==> config.mk <==
export PLATFORM = sky130hd
export DESIGN_NAME = otp_shadow_ldr
export DESIGN_NICKNAME = d
export VERILOG_FILES = /design/src/rtl/otpl_pkg.sv /design/src/rtl/otpl_secded_enc.sv /design/src/rtl/otpl_secded_dec.sv /design/src/rtl/otp_shadow_ldr.sv
export SDC_FILE = /design/constraint.sdc
export NUM_CORES = 1
export LEC_CHECK = 0
export ABC_AREA = 1
export BUFFER_PORTS_ARGS = -buffer_cell sky130_fd_sc_hd__buf_2
export CORE_MARGIN = 4
export CORE_UTILIZATION = 45
export CTS_BUF_LIST = sky130_fd_sc_hd__clkbuf_4 sky130_fd_sc_hd__clkbuf_8
export CTS_CLUSTER_SIZE = 8
export DETAILED_ROUTE_END_ITERATION = 6
export PLACE_DENSITY = 0.77
export SLEW_MARGIN = 40
export SYNTH_ARGS = -nofsm -noshare
export SYNTH_HDL_FRONTEND = slang
export SYNTH_SLANG_ARGS = --single-unit
==> constraint.sdc <==
create_clock -name clk -period 1.3 [get_ports clk]
set_input_delay 0 -clock clk [delete_from_list [all_inputs] [get_ports clk]]
set_output_delay 0 -clock clk [all_outputs]
set_load 0.01 [all_outputs]
==> src/rtl/otpl_pkg.sv <==
// Shared widths, types and codeword helper functions for the OTP shadow loader.
// Assumes an 8-bit data word protected by a Hamming(12,8) code plus overall parity.
package otpl_pkg;
    localparam int DW   = 8;               // data bits per word
    localparam int CKW  = 4;               // Hamming check bits
    localparam int HPOS = DW + CKW;        // highest Hamming position
    localparam int CWW  = HPOS + 1;        // stored codeword width (bit 0 = overall parity)

    typedef logic [DW-1:0]  dw_t;
    typedef logic [CWW-1:0] cw_t;
    typedef logic [CKW-1:0] syn_t;

    typedef enum logic [1:0] {ST_BOOT, ST_IDLE, ST_LOAD, ST_PROG} st_t;

    // True when p is a power of two (a check-bit position).
    function automatic logic is_chk_pos(int p);
        return (p & (p - 1)) == 0;
    endfunction

    // Scatter data bits, LSB first, onto the non-check positions; all else zero.
    function automatic cw_t scatter(dw_t d);
        cw_t c = '0;
        int  k = 0;
        for (int p = 1; p <= HPOS; p++) begin
            if (!is_chk_pos(p)) begin
                c[p] = d[k];
                k++;
            end
        end
        return c;
    endfunction

    // Gather the data bits back from the non-check positions.
    function automatic dw_t gather(cw_t c);
        dw_t d = '0;
        int  k = 0;
        for (int p = 1; p <= HPOS; p++) begin
            if (!is_chk_pos(p)) begin
                d[k] = c[p];
                k++;
            end
        end
        return d;
    endfunction

    // XOR of the positions of all set bits in positions 1..HPOS.
    function automatic syn_t syndrome(cw_t c);
        syn_t s = '0;
        for (int p = 1; p <= HPOS; p++) begin
            if (c[p]) s = s ^ p[CKW-1:0];
        end
        return s;
    endfunction
endpackage

==> src/rtl/otpl_secded_enc.sv <==
// Check-bit generator: builds a 13-bit codeword from one data word.
// Assumes the layout in otpl_pkg; purely combinational.
module otpl_secded_enc
    import otpl_pkg::*;
(
    input  dw_t data_i,
    output cw_t cw_o
);
    // Place data, fill check positions from the syndrome, then add parity.
    always_comb begin
        cw_t  c;
        syn_t s;
        c = scatter(data_i);
        s = syndrome(c);
        for (int k = 0; k < CKW; k++) begin
            c[1 << k] = s[k];
        end
        c[0] = ^c[HPOS:1];
        cw_o = c;
    end
endmodule

==> src/rtl/otpl_secded_dec.sv <==
// SECDED decoder: corrects one flipped bit, flags two-bit or invalid patterns.
// Assumes the layout in otpl_pkg; purely combinational. An uncorrectable word
// passes its raw data field through.
module otpl_secded_dec
    import otpl_pkg::*;
(
    input  cw_t  cw_i,
    output dw_t  data_o,
    output logic corr_o,
    output logic uncorr_o
);
    syn_t syn;
    logic par;

    // Syndrome and overall parity of the received word.
    always_comb begin
        syn = syndrome(cw_i);
        par = ^cw_i;
    end

    // Classify the error and flip the located bit when it is correctable.
    always_comb begin
        cw_t fixed;
        fixed    = cw_i;
        corr_o   = 1'b0;
        uncorr_o = 1'b0;
        if (syn != '0 || par) begin
            if (par && (int'(syn) <= HPOS)) begin
                fixed[syn] = ~cw_i[syn];
                corr_o     = 1'b1;
            end else begin
                uncorr_o = 1'b1;
            end
        end
        data_o = gather(fixed);
    end
endmodule

==> src/rtl/otp_shadow_ldr.sv <==
// Top: sequences loads (OTP -> decoder -> shadow bank) and the single
// programming run (bank -> encoder -> OTP). Assumes combinational read data
// on both the OTP and bank read ports, and a synchronous active-low reset.
module otp_shadow_ldr
    import otpl_pkg::*;
#(
    parameter int NUM_WORDS = 8,
    localparam int AW = (NUM_WORDS > 1) ? $clog2(NUM_WORDS) : 1
) (
    input  logic           clk,
    input  logic           rst_n,
    input  logic           load_req,
    input  logic           prog_cmd,
    input  logic           vpp_ok,
    input  logic           otp_fused,
    input  logic           flag_clr,
    output logic [AW-1:0]  otp_addr,
    output logic           otp_rd_en,
    input  logic [12:0]    otp_rd_data,
    output logic           otp_wr_en,
    output logic [12:0]    otp_wr_data,
    output logic           bank_we,
    output logic [AW-1:0]  bank_addr,
    output logic [7:0]     bank_wdata,
    input  logic [7:0]     bank_rd_data,
    output logic           busy,
    output logic           load_done,
    output logic           prog_done,
    output logic           locked,
    output logic           corr_flag,
    output logic           uncorr_flag,
    output logic           prog_err
);
    localparam logic [AW-1:0] LAST_IDX = AW'(NUM_WORDS - 1);

    st_t           st;
    logic [AW-1:0] idx;
    logic          lock_q;
    logic          dec_corr, dec_uncorr;
    dw_t           dec_data;
    cw_t           enc_cw;
    logic          at_last;
    logic          idle_go_load, idle_go_prog, perr_set;

    // Decoder on the read path and encoder on the write path.
    otpl_secded_dec u_dec (
        .cw_i     (otp_rd_data),
        .data_o   (dec_data),
        .corr_o   (dec_corr),
        .uncorr_o (dec_uncorr)
    );

    otpl_secded_enc u_enc (
        .data_i (bank_rd_data),
        .cw_o   (enc_cw)
    );

    // Idle-state command decode: load wins over program, lock gates program.
    always_comb begin
        at_last      = (idx == LAST_IDX);
        locked       = lock_q | otp_fused;
        idle_go_load = (st == ST_IDLE) && load_req;
        idle_go_prog = (st == ST_IDLE) && !load_req && prog_cmd && !locked && vpp_ok;
        perr_set     = (st == ST_IDLE) && !load_req && prog_cmd && !locked && !vpp_ok;
    end

    // Sequencer: boot load, reloads and the programming walk.
    always_ff @(posedge clk) begin
        if (!rst_n) begin
            st        <= ST_BOOT;
            idx       <= '0;
            load_done <= 1'b0;
            prog_done <= 1'b0;
            lock_q    <= 1'b0;
        end else begin
            load_done <= 1'b0;
            prog_done <= 1'b0;
            unique case (st)
                ST_BOOT: begin
                    st  <= ST_LOAD;
                    idx <= '0;
                end
                ST_IDLE: begin
                    if (idle_go_load) begin
                        st  <= ST_LOAD;
                        idx <= '0;
                    end else if (idle_go_prog) begin
                        st  <= ST_PROG;
                        idx <= '0;
                    end
                end
                ST_LOAD: begin
                    idx <= idx + 1'b1;
                    if (at_last) begin
                        st        <= ST_IDLE;
                        load_done <= 1'b1;
                    end
                end
                ST_PROG: begin
                    idx <= idx + 1'b1;
                    if (at_last) begin
                        st        <= ST_IDLE;
                        prog_done <= 1'b1;
                        lock_q    <= 1'b1;
                    end
                end
                default: st <= ST_IDLE;
            endcase
        end
    end

    // Sticky status flags; a set in the same cycle as a clear wins.
    always_ff @(posedge clk) begin
        if (!rst_n) begin
            corr_flag   <= 1'b0;
            uncorr_flag <= 1'b0;
            prog_err    <= 1'b0;
        end else begin
            corr_flag   <= (corr_flag   & ~flag_clr) | ((st == ST_LOAD) & dec_corr);
            uncorr_flag <= (uncorr_flag & ~flag_clr) | ((st == ST_LOAD) & dec_uncorr);
            prog_err    <= (prog_err    & ~flag_clr) | perr_set;
        end
    end

    // Array and bank port drive from the current state and index.
    always_comb begin
        otp_addr    = idx;
        bank_addr   = idx;
        otp_rd_en   = (st == ST_LOAD);
        bank_we     = (st == ST_LOAD);
        bank_wdata  = dec_data;
        otp_wr_en   = (st == ST_PROG);
        otp_wr_data = enc_cw;
        busy        = (st != ST_IDLE);
    end
endmodule

==> results of run 1 <==
cell type report:
type                            count  area share [%]
Clock buffer                        4            1.09
Timing Repair Buffer              111            28.5
Sequential cell                    11            8.11
Multi-Input combinational cell    185            54.9
Tap cell                           44            2.00
Inverter                           33            5.42
flip-flops by register name (all words and copies together) (netlist names):
register / flops
prog_err: 1
uncorr_flag: 1
corr_flag: 1
lock_q: 1
load_done: 1
st: 2
prog_done: 1
bank_addr: 3
how the worst max path moves through the flow:
| stage | from | end | slack (ns) |
|---|---|---|---|
| 3_3_place_gp | otp_rd_data[6] | bank_wdata[6] | -0.30 |
| 4_1_cts | otp_rd_data[9] | bank_wdata[2] | -0.23 |
| 2_1_floorplan | bank_addr[0]$_SDFFE_PN0P_ | st[0]$_SDFFE_PN0P_ | 0.08 |
| 5_1_grt | otp_rd_data[11] | bank_wdata[5] | -0.56 |
| 6_report | otp_rd_data[11] | bank_wdata[5] | -0.53 |
| 3_5_place_dp | otp_rd_data[6] | bank_wdata[2] | -0.35 |
worst max-delay path: cells and delay by family:
| kind | cells | cell delay [ns] |
|---|---|---|
| buffers and inverters | 4 | 0.54 |
| and+or+nand+nor | 8 | 1.00 |
| xor gates and xnor gates | 1 | 0.28 |
stage by stage:
stage	power [W]	hold slack [ns]	worst slack, ns
floorplan	0.00106	0.0918	0.0768
global placement	0.00143	0.213	-0.303
detailed placement	0.00145	0.215	-0.352
CTS	0.00188	0.0135	-0.227
global route	0.00251	0.0263	-0.564
finish	0.00239	0.0105	-0.529
routing by layer:
layer / wire length [um] / share of wire (%) / vias to the layer above / global-route usage, %
li1: - / - / 945 / -
met1: 2620 / 35 / 1007 / 24.0
met2: 3610 / 48 / 186 / 39.1
met3: 796 / 11 / 57 / 7.45
met4: 494 / 6.6 / 0 / 10.0
met5: 0 / 0 / - / 0
layout by cell type (no fill, tap or decap), types with 3 or more instances in the layout:
cell type | Yosys | layout
sky130_fd_sc_hd__inv_1 | 28 | 19
sky130_fd_sc_hd__nand2_2 | 7 | 22
sky130_fd_sc_hd__xnor2_4 | 0 | 3
sky130_fd_sc_hd__xor2_1 | 11 | 7
sky130_fd_sc_hd__buf_8 | 0 | 6
sky130_fd_sc_hd__nand3_1 | 19 | 7
sky130_fd_sc_hd__buf_4 | 12 | 44
sky130_fd_sc_hd__nor2_4 | 0 | 6
sky130_fd_sc_hd__inv_2 | 4 | 9
sky130_fd_sc_hd__buf_6 | 0 | 6
sky130_fd_sc_hd__nor2_2 | 5 | 15
sky130_fd_sc_hd__clkbuf_4 | 0 | 4
sky130_fd_sc_hd__nand2_1 | 68 | 40
sky130_fd_sc_hd__nand3_2 | 4 | 6
sky130_fd_sc_hd__nand3_4 | 0 | 10
sky130_fd_sc_hd__xor2_4 | 0 | 5
sky130_fd_sc_hd__dfxtp_1 | 11 | 9
sky130_fd_sc_hd__nor2_1 | 30 | 14
sky130_fd_sc_hd__a21oi_1 | 15 | 13
sky130_fd_sc_hd__buf_2 | 0 | 53
sky130_fd_sc_hd__xnor2_1 | 9 | 7
sky130_fd_sc_hd__nand2_4 | 1 | 13
what timing repair did:
action                                  in CTS  in global routing
endpoints found under the setup margin       9                 17
hold buffers                                 1                  0
buffers inserted                            10                  4
pin swaps                                   31                 50
cloned                                       0                  0
hold endpoints to repair                     1                  0
gates resized for setup                     52                100
power by group:
group          internal (W)  switching (W)  total, W
registers          0.000355      0.0000174  0.000373
clock network      0.000140       0.000126  0.000266
logic              0.000736        0.00102   0.00175
total               0.00123        0.00116   0.00239
cell families after synthesis:
logic type                 count (synthesis)
and+or+nand+nor                          139
buffers and inverters                     45
xor gates and xnor gates                  25
AOI/OAI and AO/OA                         19
DFF                                       11
adders and majority gates                  2
==> load_flow_metrics.sql, run 1 <==
INSERT INTO impl_metrics (metric_group, metric, value, unit) VALUES
('clock_tree', 'clock_transition_at_the_register_clock_pins_on_the_worst_setup_and_hold_paths_after_cts', '0.08', 'ns'),
('global_route', 'grt_first_pass_wirelength', '7.49', 'mm'),
('yosys', 'muxShareOfSynthArea', '0', '%'),
('global_route', 'global_route.overflow_total', '0', ''),
('sta', 'final_critical_path_setup_slack', '-0.529', 'ns'),
('status', 'outcome', 'finished, violations left', ''),
('sta', 'rsz0062_at_grt', 'yes', ''),
('floorplanning', 'ios', '65', ''),
('yosys', 'synthAdderAreaFrac', '1.73', '%'),
('yosys', 'synth_commonest_cells', 'sky130_fd_sc_hd__nand2_1 (68), sky130_fd_sc_hd__nor2_1 (30), sky130_fd_sc_hd__inv_1 (28), sky130_fd_sc_hd__nand3_1 (19), sky130_fd_sc_hd__a21oi_1 (15)', ''),
('yosys', 'complex_gate_fraction_of_the_synthesized_area', '7.25', '%'),
('setup_path', 'required', '1.30', 'ns'),
('sta', 'timing.final.setup_violations', '12', ''),
('floorplanning', 'placementRows', '20', ''),
('yosys', 'yosysTopAreaCell', 'sky130_fd_sc_hd__nand2_1', ''),
('routing', 'antenna_left', '0', ''),
('routing', 'detailedRoute.firstIterationViolations', '253', ''),
('setup_path', 'crit-reg2reg-launch', 'bank_addr[1]$_SDFFE_PN0P_', ''),
('setup_path', 'worst_setup_path_start_kind', 'primary input', ''),
('power_and_ir_drop', 'power.leakage', '1.42', 'nW'),
('sta', 'timing.setup.tns', '-4.36', 'ns'),
('yosys', 'number_of_synthesized_register_bits', '11', ''),
('setup_path', 'cp_cell_sequence', 'buf_2 > nor2_1 > nor2_2 > buf_4 > xor2_4 > nand2_2 > nand2_4 > nand3_2 > inv_2 > nand2_1 > nor2_2 > nor2_1 > buf_2', ''),
('routing', 'detailedRoute.firstPassIterationCount', '5', ''),
('cells_and_area', 'final_cell_area', '2750', 'sq um'),
('yosys', 'synth_area_per_cell', '6.02', 'sq um'),
('yosys', 'synth.yosys.seq_area_share', '15.2', '%'),
('global_route', 'grt_use_total', '22.3', '%'),
('flow_run', 'drv.max_cap_violation_count', '0', ''),
('sta', 'max_freq', '547', 'MHz'),
('cells_and_area', 'num-nets-final', '375', ''),
('cells_and_area', 'seqCellArea', '223', 'sq um'),
('setup_path', 'setup.worst_path.class', 'primary input to output port', ''),
('yosys', 'cells_taking_the_most_area_after_synthesis', 'sky130_fd_sc_hd__nand2_1 (18%), sky130_fd_sc_hd__dfxtp_1 (15%), sky130_fd_sc_hd__nor2_1 (7.8%)', ''),
('yosys', 'dominantRegCellSynth', 'sky130_fd_sc_hd__dfxtp_1', ''),
('status', 'violations', 'negative setup slack', ''),
('floorplanning', 'die_width', '64.8', 'um'),
('worst_hold_path', 'min_path_cells', '4', ''),
('placement', 'final_wtd_congestion', '0.853', ''),
('floorplanning', 'die_outline_area', '4190', 'sq um'),
('floorplanning', 'floorplan_die_height', '64.8', 'um'),
('yosys', 'synth_async_sr_flop_share', '0', '%'),
('sta', 'final.min_clock_period', '1.83', 'ns'),
('yosys', 'synth_fp_nets', '271', ''),
('clock_tree', 'sinks_on_clock_net', '11', ''),
('routing', 'remaining_drc_errors', '0', ''),
('yosys', 'synth_xor_area_share', '18.1', '%'),
('yosys', 'syn_area', '1450', 'sq um'),
('sta', 'period_share', '141', '%'),
('power_and_ir_drop', 'worst_vdd_ir', '0.691', 'mV'),
('cells_and_area', 'finish.utilization', '89.2', '%'),
('placement', 'numPortBuffers', '64', ''),
('routing', 'wl_per_cell', '19.4', 'um'),
('setup_path', 'critPathCaptureType', 'output port', ''),
('yosys', 'synth_top_area_share', '17.6', '%'),
('cells_and_area', 'multi_input_area', '1510', 'sq um'),
('setup_path', 'r2r.worst_path.cells', '5', ''),
('clock_tree', 'cts-buffers-inserted', '3', ''),
('setup_path', 'reg2reg_setup_slack', '-0.01', 'ns'),
('clock_tree', 'cts.root.buffer_cell', 'sky130_fd_sc_hd__clkbuf_4', ''),
('sta', 'tightest_slew', '0.321', 'ns'),
('sta', 'slew_violations', '0', ''),
('cells_and_area', 'fraction_of_final_layout_cells_sized_beyond_drive_strength_1', '63.1', '%'),
('setup_path', 'timing.critical_path.slowest_stage_cell', 'sky130_fd_sc_hd__xor2_4', ''),
('global_route', 'pin_count_of_the_biggest_net_entering_global_routing', '9', ''),
('floorplanning', 'initial_core_util', '47.1', '%'),
('global_route', 'grt_antenna_before_repair', '0', ''),
('cells_and_area', 'finish.cell_count_without_fillers', '388', ''),
('setup_path', 'timing.critical_path.arrival', '1.83', 'ns'),
('yosys', 'simple_logic_cell_fraction_of_the_synthesized_area', '42.9', '%'),
('yosys', 'netlist-cell-type-count', '27', '');
Note: power is estimated with default switching activity, not from simulation.
==> run 2: changes to the inputs <==
- CORE_UTILIZATION: 45 -> 35
- PLACE_DENSITY: 0.77 -> unset
==> load_flow_metrics.sql, run 2 (synthesized netlist as in run 1, its figures left out) <==
INSERT INTO impl_metrics (metric_group, metric, value, unit) VALUES
('status', 'outcome', 'finished, violations left', ''),
('status', 'violations', 'negative setup slack', ''),
('routing', 'wl_per_cell', '13.1', 'um'),
('setup_path', 'worstPathMaxFanout', '8', ''),
('global_route', 'pin_count_of_the_biggest_net_entering_global_routing', '9', ''),
('global_route', 'grt_use_total', '15.7', '%'),
('sta', 'final_critical_path_setup_slack', '-0.319', 'ns'),
('sta', 'hold_viol_final', '0', ''),
('routing', 'vias', '1873', ''),
('setup_path', 'worst_setup_path_start_kind', 'primary input', ''),
('setup_path', 'critPathCaptureType', 'output port', ''),
('clock_tree', 'cts.root.buffer_cell', 'sky130_fd_sc_hd__clkbuf_8', ''),
('sta', 'final.min_clock_period', '1.62', 'ns'),
('cells_and_area', 'fraction_of_final_layout_cells_sized_beyond_drive_strength_1', '59.7', '%'),
('sta', 'timing.final.setup_violations', '8', ''),
('cells_and_area', 'area_growth_syn_to_layout', '83.2', '%'),
('cells_and_area', 'diodes', '0', ''),
('routing', 'detailedRoute.firstPassIterationCount', '4', ''),
('sta', 'slew_violations', '0', ''),
('clock_tree', 'cts_tree', 'yes', ''),
('cells_and_area', 'mostFrequentLayoutCells', 'sky130_fd_sc_hd__buf_2 (54), sky130_fd_sc_hd__nand2_1 (41), sky130_fd_sc_hd__buf_4 (35)', ''),
('floorplanning', 'die_outline_area', '5240', 'sq um'),
('placement', 'numPortBuffers', '64', ''),
('setup_path', 'timing.critical_path.arrival', '1.62', 'ns'),
('power_and_ir_drop', 'report.power.total', '0.00227', 'W'),
('sta', 'tightest_slew', '0.295', 'ns'),
('clock_tree', 'clock_transition_at_the_register_clock_pins_on_the_worst_setup_and_hold_paths_after_cts', '0.05', 'ns'),
('global_route', 'grt_first_pass_wirelength', '6.76', 'mm'),
('worst_hold_path', 'hp-class', 'primary input to flop', ''),
('global_route', 'grt_antenna_before_repair', '0', ''),
('floorplanning', 'die_width', '72.4', 'um'),
('cells_and_area', 'largest_register_ffs', '3', ''),
('routing', 'antenna_left', '0', ''),
('sta', 'fin_skew', '0.000831', 'ns'),
('sta', 'max_freq', '618', 'MHz'),
('clock_tree', 'clockBufferDepth', '2', ''),
('clock_tree', 'source_to_sink_clock_delay_at_the_later_pin_of_the_worst_skew_pair', '0.24', 'ns'),
('routing', 'finalWirelength', '5.05', 'mm'),
('setup_path', 'setup.worst_path.class', 'primary input to output port', ''),
('sta', 'rsz0062_at_grt', 'yes', ''),
('floorplanning', 'initial_core_util', '36.3', '%'),
('placement', 'dp.final_hpwl', '3.18', 'mm'),
('cells_and_area', 'seqCellArea', '220', 'sq um'),
('floorplanning', 'ios', '65', ''),
('power_and_ir_drop', 'pwrdens', '854', 'nW/um^2'),
('global_route', 'global_route.overflow_total', '0', ''),
('sta', 'tightest_slew_margin_relative_to_the_limit', '80.2', '%'),
('clock_tree', 'cts-buffers-inserted', '3', ''),
('routing', 'remaining_drc_errors', '0', ''),
('setup_path', 'required', '1.30', 'ns'),
('power_and_ir_drop', 'worst_vdd_ir', '0.616', 'mV'),
('cells_and_area', 'layout_commonest_cell', 'sky130_fd_sc_hd__buf_2', ''),
('clock_tree', 'sinks_on_clock_net', '11', ''),
('routing', 'via_per_inst', '4.86', ''),
('power_and_ir_drop', 'power.leakage', '1.37', 'nW'),
('floorplanning', 'placementRows', '23', ''),
('clock_tree', 'cts_max_level', '1', ''),
('floorplanning', 'core_area', '4000', 'sq um'),
('sta', 'worst_hold_slack', '0.0116', 'ns'),
('cells_and_area', 'fillerInstances', '316', ''),
('sta', 'period_share', '125', '%'),
('floorplanning', 'floorplan_die_height', '72.4', 'um'),
('cells_and_area', 'multi_input_area', '1470', 'sq um'),
('placement', 'final_wtd_congestion', '0.905', ''),
('routing', 'detailedRoute.firstIterationViolations', '44', ''),
('global_route', 'vias_in_the_first_global_route', '1603', ''),
('cells_and_area', 'num-nets-final', '366', ''),
('flow_run', 'drv.max_cap_violation_count', '0', '');
## run 2: cell count changes in the layout (fill, tap and decap cells not counted), moves of 3 or more
| cell | delta |
|---|---|
| sky130_fd_sc_hd__clkbuf_4 | -3 |
| sky130_fd_sc_hd__nor2_1 | +4 |
| sky130_fd_sc_hd__nor2_2 | -4 |
| sky130_fd_sc_hd__clkbuf_8 | +3 |
| sky130_fd_sc_hd__buf_4 | -9 |
## run 2: worst paths after layout
kind                                   from             endpoint  slack, ns  cells past startpoint
setup / recovery             otp_rd_data[5]        bank_wdata[4]      -0.32                     12
hold / removal                        rst_n  lock_q$_SDFFE_PN0P_       0.01                      2
setup reg to reg  bank_addr[1]$_SDFFE_PN0P_   st[0]$_SDFFE_PN0P_       0.08                      5
hold reg to reg         lock_q$_SDFFE_PN0P_  lock_q$_SDFFE_PN0P_       0.46                      1
## run 2: cell type report
type                       count  share of cell area (%)
sequential                    11                    8.29
inverter                      33                    5.32
multi-input combinational    185                    55.4
clock buffer                   4                    1.84
tap                           50                    2.36
timing repair buffer         102                    26.8
## run 2: critical path, cell delays in order
cell,delay [ns]
sky130_fd_sc_hd__buf_12,0.12
sky130_fd_sc_hd__xnor2_4,0.27
sky130_fd_sc_hd__xor2_2,0.24
sky130_fd_sc_hd__nor2_1,0.08
sky130_fd_sc_hd__nor2_2,0.13
sky130_fd_sc_hd__nor2_1,0.06
sky130_fd_sc_hd__nand3_1,0.09
sky130_fd_sc_hd__nand2_2,0.09
sky130_fd_sc_hd__nand3_4,0.18
sky130_fd_sc_hd__nor2_2,0.06
sky130_fd_sc_hd__nor2_1,0.13
sky130_fd_sc_hd__buf_2,0.15
## run 2: repair_timing
item,CTS,global route
pin swaps,32,34
hold buffers,0,0
buffers inserted,4,2
resized for setup,60,77
setup endpoints to repair,10,13
## run 2: metrics by stage
step                      utilization, %  setup slack, ns  setup TNS [ns]  area [sq um]  cells
after floorplan                        -           0.0768               0          1450    241
after global placement              49.8           -0.340           -2.97          1990    376
after detailed placement            49.8           -0.364           -3.36          1990    376
after CTS                           58.1           -0.198           -1.53          2320    384
after global routing                66.4           -0.406           -3.27          2660    385
final                               66.4           -0.319           -2.22          2660    385
## run 2: report_power, final
part           leakage (nW)  internal [W]  total, W  switching (W)
Sequential           0.0897      0.000355  0.000367      0.0000115
Combinational          1.25      0.000678   0.00154       0.000860
Clock                0.0262      0.000236  0.000363       0.000127
Total                  1.37       0.00127   0.00227       0.000998
## run 2: per-layer routing
layer  track usage [%]  wire (um)
met1              20.9       2000
met2              26.9       2620
met3              2.35        363
met4              2.87         68
met5                 0          0
==> run 3: changes to the inputs <==
- clock period: 1.3 -> 1.46 ns (I/O delays scaled with it)
==> load_flow_metrics.sql, run 3 (synthesized netlist as in run 1, its figures left out) <==
INSERT INTO impl_metrics (metric_group, metric, value, unit) VALUES
('cells_and_area', 'largest_register_ffs', '3', ''),
('global_route', 'grt_use_total', '15.1', '%'),
('clock_tree', 'clockBufferDepth', '2', ''),
('clock_tree', 'cts-buffers-inserted', '3', ''),
('setup_path', 'timing.critical_path.arrival', '1.53', 'ns'),
('cells_and_area', 'layout_commonest_cell', 'sky130_fd_sc_hd__buf_2', ''),
('cells_and_area', 'fraction_of_final_layout_cells_sized_beyond_drive_strength_1', '55.5', '%'),
('placement', 'final_wtd_congestion', '0.822', ''),
('routing', 'detailedRoute.firstPassIterationCount', '4', ''),
('sta', 'timing.final.setup_violations', '8', ''),
('power_and_ir_drop', 'power.leakage', '1.31', 'nW'),
('floorplanning', 'floorplan_die_height', '72.4', 'um'),
('floorplanning', 'core_area', '4000', 'sq um'),
('status', 'outcome', 'finished, violations left', ''),
('flow_run', 'drv.max_cap_violation_count', '0', ''),
('sta', 'fin_skew', '0.00101', 'ns'),
('clock_tree', 'cts.root.buffer_cell', 'sky130_fd_sc_hd__clkbuf_8', ''),
('power_and_ir_drop', 'worst_vdd_ir', '0.604', 'mV'),
('routing', 'via_per_inst', '4.66', ''),
('clock_tree', 'source_to_sink_clock_delay_at_the_later_pin_of_the_worst_skew_pair', '0.24', 'ns'),
('setup_path', 'worstPathMaxFanout', '8', ''),
('floorplanning', 'ios', '65', ''),
('setup_path', 'critPathCaptureType', 'output port', ''),
('sta', 'hold_viol_final', '0', ''),
('floorplanning', 'die_width', '72.4', 'um'),
('sta', 'worst_hold_slack', '0.0102', 'ns'),
('placement', 'dp.final_hpwl', '3.21', 'mm'),
('sta', 'rsz0062_at_grt', 'yes', ''),
('status', 'violations', 'negative setup slack', ''),
('global_route', 'global_route.overflow_total', '0', ''),
('placement', 'dp_cells', '372', ''),
('placement', 'numPortBuffers', '64', ''),
('clock_tree', 'sinks_on_clock_net', '11', ''),
('sta', 'tightest_slew_margin_relative_to_the_limit', '81.2', '%'),
('clock_tree', 'cts_max_level', '1', ''),
('floorplanning', 'initial_core_util', '36.3', '%'),
('cells_and_area', 'area_growth_syn_to_layout', '72.6', '%'),
('routing', 'antenna_left', '0', ''),
('clock_tree', 'cts_tree', 'yes', ''),
('cells_and_area', 'diodes', '0', ''),
('routing', 'remaining_drc_errors', '0', ''),
('clock_tree', 'clock_transition_at_the_register_clock_pins_on_the_worst_setup_and_hold_paths_after_cts', '0.05', 'ns'),
('routing', 'detailedRoute.firstIterationViolations', '52', ''),
('setup_path', 'setup.worst_path.class', 'primary input to output port', ''),
('sta', 'max_freq', '654', 'MHz'),
('cells_and_area', 'finish.cell_count_without_fillers', '380', ''),
('cells_and_area', 'mostFrequentLayoutCells', 'sky130_fd_sc_hd__buf_2 (56), sky130_fd_sc_hd__nand2_1 (47), sky130_fd_sc_hd__buf_4 (34)', ''),
('floorplanning', 'placementRows', '23', ''),
('clock_tree', 'number_of_buffers_inserted_for_hold_repair_after_clock_tree_synthesis', '0', ''),
('routing', 'wl_per_cell', '11.7', 'um'),
('global_route', 'grt_antenna_before_repair', '0', ''),
('global_route', 'vias_in_the_first_global_route', '1601', ''),
('sta', 'slew_violations', '0', ''),
('global_route', 'grt_first_pass_wirelength', '6.56', 'mm'),
('sta', 'period_share', '105', '%'),
('setup_path', 'worst_setup_path_start_kind', 'primary input', ''),
('sta', 'final.min_clock_period', '1.53', 'ns'),
('sta', 'tightest_slew', '0.280', 'ns'),
('floorplanning', 'die_outline_area', '5240', 'sq um'),
('cells_and_area', 'num-nets-final', '361', ''),
('global_route', 'pin_count_of_the_biggest_net_entering_global_routing', '9', ''),
('power_and_ir_drop', 'pwrdens', '757', 'nW/um^2'),
('worst_hold_path', 'hp-class', 'primary input to flop', ''),
('sta', 'final_critical_path_setup_slack', '-0.0681', 'ns'),
('routing', 'vias', '1769', ''),
('setup_path', 'required', '1.46', 'ns'),
('routing', 'finalWirelength', '4.43', 'mm');
run 3: cell types whose count changed in the layout (fill, tap and decap cells not counted), sizes merged:
| cell | change |
|---|---|
| buf | -5 |
run 3: per-layer routing:
metal / track usage (%) / wire, um
met5: 0 / 0
met2: 25.9 / 2150
met1: 20.7 / 1910
met4: 1.84 / 62
met3: 2.35 / 311
run 3: per-stage QoR:
stage                     setup slack, ns  TNS [ns]  total power (W)  instance area [sq um]  utilization (%)
after floorplan                     0.237         0         0.000940                   1450                -
after global placement             -0.193     -1.46          0.00128                   1960             49.0
after detailed placement           -0.190     -1.44          0.00129                   1960             49.0
after CTS                         -0.0533   -0.0836          0.00176                   2260             56.6
after global routing               -0.214     -1.44          0.00203                   2500             62.6
final                             -0.0681    -0.417          0.00189                   2500             62.6
run 3: path summary, 6_finish.rpt:
check | slack, ns | startpoint | end | cells past startpoint
worst max register to register | 0.21 | bank_addr[0]$_SDFFE_PN0P_ | st[0]$_SDFFE_PN0P_ | 5
worst min-delay path | 0.01 | rst_n | lock_q$_SDFFE_PN0P_ | 2
worst max-delay path | -0.07 | otp_rd_data[11] | bank_wdata[4] | 12
worst min register to register | 0.46 | lock_q$_SDFFE_PN0P_ | lock_q$_SDFFE_PN0P_ | 1
run 3: critical path, stage by stage:
cell and delay [ns]:
sky130_fd_sc_hd__buf_2 0.13, sky130_fd_sc_hd__nor2_2 0.19, sky130_fd_sc_hd__nor2_4 0.07, sky130_fd_sc_hd__buf_4 0.14, sky130_fd_sc_hd__xor2_2 0.14, sky130_fd_sc_hd__buf_4 0.16
sky130_fd_sc_hd__nor2_2 0.14, sky130_fd_sc_hd__nand2_2 0.09, sky130_fd_sc_hd__nand3_4 0.17, sky130_fd_sc_hd__nor2_2 0.06, sky130_fd_sc_hd__nor2_1 0.09, sky130_fd_sc_hd__buf_2 0.14
run 3: power breakdown:
part           leakage, nW  internal [W]  switching, W  total (W)
clock network       0.0262      0.000210      0.000113   0.000323
logic                 1.20      0.000543      0.000696    0.00124
registers           0.0897      0.000317     0.0000145   0.000331
run 3: what timing repair did:
action | 4_1_cts | 5_1_grt
endpoints found under the setup margin | 8 | 10
pin swaps | 26 | 27
cloned | 0 | 0
gates resized for setup | 56 | 55
setup buffers | 3 | 1
run 3: final cells by class:
class	count	area [sq um]
Fill cell	356	1500
Timing Repair Buffer	97	634
Inverter	33	141
Multi-Input combinational cell	185	1400
Clock buffer	4	48.8
Tap cell	50	62.6
Sequential cell	11	220
